$ cat src/rtl/cmd_pkt_pkg.sv
package cmd_pkt_pkg;
  localparam int PKT_LEN = 7;
  localparam int LSB_IDX = 5;
  localparam logic [2:0] DEV_TYPE = 3'b010;

  typedef struct packed {
    logic [7:0] hdr;
    logic [7:0] addr;
    logic [7:0] lsb;
  } cmd_t;

  // bit0 high covers both legal ops (01 read, 11 write)
  function automatic logic hdr_ok(input logic [7:0] hdr, input logic [2:0] dev);
    return (hdr[7:5] == DEV_TYPE) && (hdr[4:2] == dev) && hdr[0];
  endfunction
endpackage

$ cat src/rtl/cmd_pkt_rx.sv
module cmd_pkt_rx
  import cmd_pkt_pkg::*;
#(
  parameter int GAP_CYCLES = 1024
) (
  input  logic       clk_i,
  input  logic       rst_ni,
  input  logic [2:0] dev_num_i,
  input  logic [7:0] rx_data_i,
  input  logic       rx_valid_i,
  output logic       rx_ready_o,
  input  logic       hold_i,
  output logic       cmd_valid_o,
  output cmd_t       cmd_o
);
  localparam int IDX_W = $clog2(PKT_LEN);
  localparam int GAP_W = $clog2(GAP_CYCLES + 1);
  localparam logic [IDX_W-1:0] LAST = IDX_W'(PKT_LEN - 1);
  localparam logic [GAP_W-1:0] GAP_LIM = GAP_W'(GAP_CYCLES - 1);

  logic [IDX_W-1:0] idx_q;
  logic [GAP_W-1:0] gap_q;
  logic [7:0]       sum_q, sum_d;
  logic             valid_q;
  cmd_t             cmd_q;
  logic             accept;

  assign rx_ready_o  = !hold_i && !valid_q;
  assign accept      = rx_valid_i && rx_ready_o;
  assign sum_d       = sum_q ^ rx_data_i;
  assign cmd_valid_o = valid_q;
  assign cmd_o       = cmd_q;

  always_ff @(posedge clk_i or negedge rst_ni) begin
    if (!rst_ni) begin
      idx_q   <= '0;
      gap_q   <= '0;
      sum_q   <= '0;
      valid_q <= 1'b0;
      cmd_q   <= '0;
    end else begin
      valid_q <= 1'b0;
      if (accept) begin
        gap_q <= '0;
        if (idx_q == '0) cmd_q.hdr <= rx_data_i;
        if (idx_q == IDX_W'(1)) cmd_q.addr <= rx_data_i;
        if (idx_q == IDX_W'(LSB_IDX)) cmd_q.lsb <= rx_data_i;
        if (idx_q == LAST) begin
          idx_q   <= '0;
          sum_q   <= '0;
          valid_q <= (sum_d == 8'h00) && hdr_ok(cmd_q.hdr, dev_num_i);
        end else begin
          idx_q <= idx_q + 1'b1;
          sum_q <= sum_d;
        end
      end else if (idx_q != '0) begin
        if (gap_q == GAP_LIM) begin
          idx_q <= '0;
          sum_q <= '0;
          gap_q <= '0;
        end else begin
          gap_q <= gap_q + 1'b1;
        end
      end
    end
  end

  assert_gap_bound_R10: assert property (@(posedge clk_i) disable iff (!rst_ni)
    gap_q < GAP_W'(GAP_CYCLES));
endmodule

$ cat src/rtl/cmd_pkt_exec.sv
module cmd_pkt_exec
  import cmd_pkt_pkg::*;
(
  input  logic       cmd_valid_i,
  input  cmd_t       cmd_i,
  input  logic [7:0] reg_rdata_i,
  output logic [7:0] reg_addr_o,
  output logic [7:0] reg_wdata_o,
  output logic       reg_we_o,
  output logic       reg_re_o,
  output logic       load_o,
  output logic [7:0] rsp_lsb_o
);
  logic is_wr;
  assign is_wr       = cmd_i.hdr[1];
  assign reg_addr_o  = cmd_i.addr;
  assign reg_wdata_o = cmd_i.lsb;
  assign reg_we_o    = cmd_valid_i && is_wr;
  assign reg_re_o    = cmd_valid_i && !is_wr;
  assign load_o      = cmd_valid_i;
  assign rsp_lsb_o   = is_wr ? 8'h00 : reg_rdata_i;
endmodule

$ cat src/rtl/cmd_pkt_tx.sv
module cmd_pkt_tx
  import cmd_pkt_pkg::*;
(
  input  logic       clk_i,
  input  logic       rst_ni,
  input  logic       load_i,
  input  logic [7:0] hdr_i,
  input  logic [7:0] addr_i,
  input  logic [7:0] lsb_i,
  output logic [7:0] tx_data_o,
  output logic       tx_valid_o,
  input  logic       tx_ready_i,
  output logic       busy_o
);
  localparam int IDX_W = $clog2(PKT_LEN);
  localparam logic [IDX_W-1:0] LAST = IDX_W'(PKT_LEN - 1);

  logic [PKT_LEN-1:0][7:0] buf_q, buf_d;
  logic [IDX_W-1:0]        idx_q;
  logic                    busy_q;

  always_comb begin
    for (int i = 0; i < PKT_LEN; i++) buf_d[i] = 8'h00;
    buf_d[0]           = hdr_i;
    buf_d[1]           = addr_i;
    buf_d[LSB_IDX]     = lsb_i;
    buf_d[PKT_LEN-1]   = hdr_i ^ addr_i ^ lsb_i;
  end

  always_ff @(posedge clk_i or negedge rst_ni) begin
    if (!rst_ni) begin
      buf_q  <= '0;
      idx_q  <= '0;
      busy_q <= 1'b0;
    end else if (load_i && !busy_q) begin
      buf_q  <= buf_d;
      idx_q  <= '0;
      busy_q <= 1'b1;
    end else if (busy_q && tx_ready_i) begin
      if (idx_q == LAST) begin
        busy_q <= 1'b0;
        idx_q  <= '0;
      end else begin
        idx_q <= idx_q + 1'b1;
      end
    end
  end

  assign tx_valid_o = busy_q;
  assign tx_data_o  = buf_q[idx_q];
  assign busy_o     = busy_q;

  assert_tx_hold_R8: assert property (@(posedge clk_i) disable iff (!rst_ni)
    (tx_valid_o && !tx_ready_i) |=> (tx_valid_o && $stable(tx_data_o)));
endmodule

$ cat src/rtl/cmd_pkt_engine.sv
module cmd_pkt_engine
  import cmd_pkt_pkg::*;
#(
  parameter int GAP_CYCLES = 1024
) (
  input  logic       clk_i,
  input  logic       rst_ni,
  input  logic [2:0] dev_num_i,
  input  logic [7:0] rx_data_i,
  input  logic       rx_valid_i,
  output logic       rx_ready_o,
  output logic [7:0] tx_data_o,
  output logic       tx_valid_o,
  input  logic       tx_ready_i,
  output logic [7:0] reg_addr_o,
  output logic [7:0] reg_wdata_o,
  output logic       reg_we_o,
  output logic       reg_re_o,
  input  logic [7:0] reg_rdata_i
);
  cmd_t       cmd;
  logic       cmd_valid, load, busy;
  logic [7:0] rsp_lsb;

  cmd_pkt_rx #(.GAP_CYCLES(GAP_CYCLES)) u_rx (
    .clk_i, .rst_ni, .dev_num_i, .rx_data_i, .rx_valid_i, .rx_ready_o,
    .hold_i(busy), .cmd_valid_o(cmd_valid), .cmd_o(cmd)
  );

  cmd_pkt_exec u_exec (
    .cmd_valid_i(cmd_valid), .cmd_i(cmd), .reg_rdata_i,
    .reg_addr_o, .reg_wdata_o, .reg_we_o, .reg_re_o,
    .load_o(load), .rsp_lsb_o(rsp_lsb)
  );

  cmd_pkt_tx u_tx (
    .clk_i, .rst_ni, .load_i(load), .hdr_i(cmd.hdr), .addr_i(cmd.addr),
    .lsb_i(rsp_lsb), .tx_data_o, .tx_valid_o, .tx_ready_i, .busy_o(busy)
  );

  assert_strobe_reply_R7: assert property (@(posedge clk_i) disable iff (!rst_ni)
    (reg_we_o || reg_re_o) |=> tx_valid_o);

  assert_own_dev_R3: assert property (@(posedge clk_i) disable iff (!rst_ni)
    $rose(tx_valid_o) |-> (tx_data_o[7:5] == DEV_TYPE && tx_data_o[4:2] == dev_num_i));

  assert_stall_R9: assert property (@(posedge clk_i) disable iff (!rst_ni)
    tx_valid_o |-> !rx_ready_o);
endmodule

$ cat config.mk
export PLATFORM = sky130hd
export DESIGN_NAME = cmd_pkt_engine
export DESIGN_NICKNAME = d
export VERILOG_FILES = /design/src/rtl/cmd_pkt_pkg.sv /design/src/rtl/cmd_pkt_rx.sv /design/src/rtl/cmd_pkt_exec.sv /design/src/rtl/cmd_pkt_tx.sv /design/src/rtl/cmd_pkt_engine.sv
export SDC_FILE = /design/constraint.sdc
export NUM_CORES = 1
export LEC_CHECK = 0
export ABC_AREA = 1
export ABC_CLOCK_PERIOD_IN_PS = 3600
export BUFFER_PORTS_ARGS = -buffer_cell sky130_fd_sc_hd__buf_2
export CAP_MARGIN = 0
export CORE_ASPECT_RATIO = 0.9
export CORE_MARGIN = 2
export CORE_UTILIZATION = 25
export DETAILED_ROUTE_END_ITERATION = 10
export GPL_TIMING_DRIVEN = 0
export MAX_ROUTING_LAYER = met4
export PLACE_DENSITY = 0.49
export SYNTH_ARGS = -nofsm -noshare
export SYNTH_HDL_FRONTEND = slang
export SYNTH_SLANG_ARGS = --single-unit
export TNS_END_PERCENT = 1
$ cat constraint.sdc
create_clock -name clk_i -period 3.6 [get_ports clk_i]
set_clock_uncertainty 0.15 [all_clocks]
set_input_delay 0.36 -clock clk_i [delete_from_list [all_inputs] [get_ports clk_i]]
set_output_delay 0.36 -clock clk_i [all_outputs]
set_load 0.01 [all_outputs]
==> metrics <==
outcome finished clean; GRT met2 Usage 20.0%; period utilisation layout 69.8%; Area after DPL ~0.0048 sq mm; hpwl dp 7980 microns; Logic pwr share between 30% and 40%; Crit-path slowest cell clkbuf_1; cell with the most instances after synthesis nand2_1; P_sw 1.44 mW; WS Path Type flop to primary output; final non-filler cell total 795; # fillers 1787; Cells after DPL about 780; Clk pin slew, worst setup/hold paths 0.06 ns; critical path's largest stage delay approximately 0.4 ns; Final Hold Violating Endpoints 0; Max H-tree Level 3; top_reg_cell synth dfrtp_1; cts hold-fix bufs 1; drt wl/cell 13.7 microns; fin area 0.00509 sq mm; CP Capture Type primary output; Post-CTS Setup Repair Bufs 0; number of global-route vias before repair 3465; Slew headroom 60.5%; die area 0.0180 sq mm; HP Class input port to flop; Netlist Area Pre-Place 0.00423 sq mm; CTS Buffer Depth 2; initial antenna violation count 0; # clock sinks 83; number of port buffers 50; Mapped Nets 540; Area Overhead vs Synth 20.4%; Final min period 2.51 ns; Int Pwr ~2.3 mW; die width 141 microns; post-synth cell types 32; Die Y 127 microns; met1 global-route usage about 18%; routed wire length 10900 microns; fin. max-slew vios 0; final worst-path setup slack about 1.1 ns; via count 3461; Root Buffer clkbuf_16; Max Cap Viol 0; number of flops mapped to enable cells by yosys 0; peak supply drop 0.000279 V; asr flop ratio synth between 90% and 100%; Worst Max-Slew Pin Slew 0.592 ns; Max Fanout on Critical Path 10; Lkg Pwr 2.57 nW; Yosys Warn Count 0; busiest grt layer met2; Post-Syn Instances 516; Synth top area share about half; DR pass1 iterations 4; worst hold margin a little over 0.1 ns; first-pass GRT wire length 18200 microns; Sw Ratio 38.0%; Final Setup Violations 0; drt drc 0; Worst setup SP type flop; Cell Rows between 40 and 50; GRT Total Usage 13.2%; Crit path top cell by count buf_2; CTS tree done; M3 GR Usage 2.77%; post-DR vias/cell between 4 and 5; FF+latch count, synth 83; maximum clock rate 0.398 GHz; cts repair resizes 0; Pwr per Cell Area 742 mW/mm^2; Post-layout nets between 600 and 700; CP cell instances buf_2 > inv_1 > clkbuf_1 > o21ai_0 > o221ai_1 > buf_2; RSZ-0062 raised after global routing no; # diodes 0; Final ANT Viol Nets 0; GPL Wtd Cong 0.797; Commonest cells post-synth nand2_1 (140), dfrtp_1 (83), nor2_1 (59); largest net degree at the start of global routing 67; syn_area_per_cell 8.19 sq um; Placement Setup Slack around 1.4 ns; Clk pwr share 25.9%; Worst-Skew Late Latency ~0.33 ns; I/O Pins 51; core area approximately 0.017 sq mm; DRC marker count from the first detailed-route iteration 292; post-route setup TNS 0 ns; GRT Residual Overflow 0; sequential area share after synthesis between 40% and 50%; largest cells by area after synthesis dfrtp_1 (49%), nand2_1 (12%), o21ai_0 (5.8%); share of cells above drive strength 1 between 10% and 20%; Worst Path Required 3.09 ns; Yosys top cell by area dfrtp_1; Num CTS Buffers 9; crit path DAT 2.00 ns; Flop pwr share 37.2%; Initial Util 25.3%
==> layout make-up <==
cell class              count  area (sq um)  area share (%)
flip-flops and latches     83          2080            40.8
clock buffers              11           233            4.57
plain buffers              31           223            4.37
inverters                  60           225            4.42
clock inverters             5          77.6            1.52
multi-input cells         342          1700            33.4
repair buffers             52           290            5.70
well taps                 211           264            5.18
==> sequential cells by signal (all words and copies together) (netlist names) <==
name and cells:
u_rx.idx_q 3, u_rx.sum_q 8, u_tx.idx_q 3, u_tx.buf_q 32, u_rx.gap_q 11, u_rx.cmd_valid_o 1
u_tx.busy_o 1, u_rx.cmd_o 24
==> metal layers <==
layer / vias up / wire length, microns
met2: 50 / 5110
met4: 0 / 85
li1: 1757 / -
met1: 1648 / 5380
met3: 6 / 320
met5: - / 0
==> critical path: cells and delay by family, from the launching register on <==
kind,cells,cell delay [ns]
buffers and inverters,4,0.90
AO/OA/AOI/OAI,2,0.41
flip-flops,1,0.35
==> through the flow <==
step / power [mW] / utilization (%)
2_1_floorplan: 2.35 / -
3_3_place_gp: 2.80 / 28.4
3_5_place_dp: 2.85 / 28.5
4_1_cts: 3.84 / 30.5
5_1_grt: 4.08 / 30.5
6_report: 3.78 / 30.5
==> cells by family (layout without fill, tap and decap cells) <==
logic type	after synthesis	count (layout)	synth area share (%)
buffers and inverters	91	159	10.6
XOR/XNOR	18	18	3.73
adder cells (fa/ha/maj)	1	1	0.296
AO/OA/AOI/OAI	85	85	11.8
AND/OR/NAND/NOR	238	238	24.4
flip-flops	83	83	49.1
==> path summary, 6_finish.rpt <==
path,cells past startpoint,slack [ns],to,from
max,6,1.09,tx_data_o[1],u_tx.idx_q[0]
min,3,0.10,u_tx.buf_q[41],reg_rdata_i[1]
max reg2reg,9,1.92,u_rx.sum_q[7],u_rx.gap_q[0]
min reg2reg,2,0.32,u_tx.buf_q[12],u_tx.buf_q[12]
max in group asynchronous,3,2.37,u_rx.cmd_o[4],rst_ni
min in group asynchronous,2,0.30,u_tx.idx_q[0],rst_ni
==> power by group through the flow <==
| stage | clock (mW) | combinational, mW | sequential [mW] |
|---|---|---|---|
| after floorplan | 0 | 0.996 | 1.35 |
| after global placement | 0 | 1.39 | 1.41 |
| after detailed placement | 0 | 1.42 | 1.42 |
| after CTS | 1.01 | 1.43 | 1.41 |
| after global routing | 1.05 | 1.58 | 1.44 |
| final | 0.978 | 1.40 | 1.41 |
==> placed cells by master, fill, tap and decap left out, types with 8 or more instances in the layout <==
cell type	Yosys	routed
nor2_1	59	59
clkbuf_16	0	9
o221ai_1	8	8
nand3_1	14	14
a21oi_1	13	13
xor2_1	9	9
dfrtp_1	83	83
buf_4	17	18
xnor2_1	9	9
inv_1	56	56
nand2_1	140	140
o21ai_0	49	49
buf_2	4	53
Power figures use the tool's default switching activity.
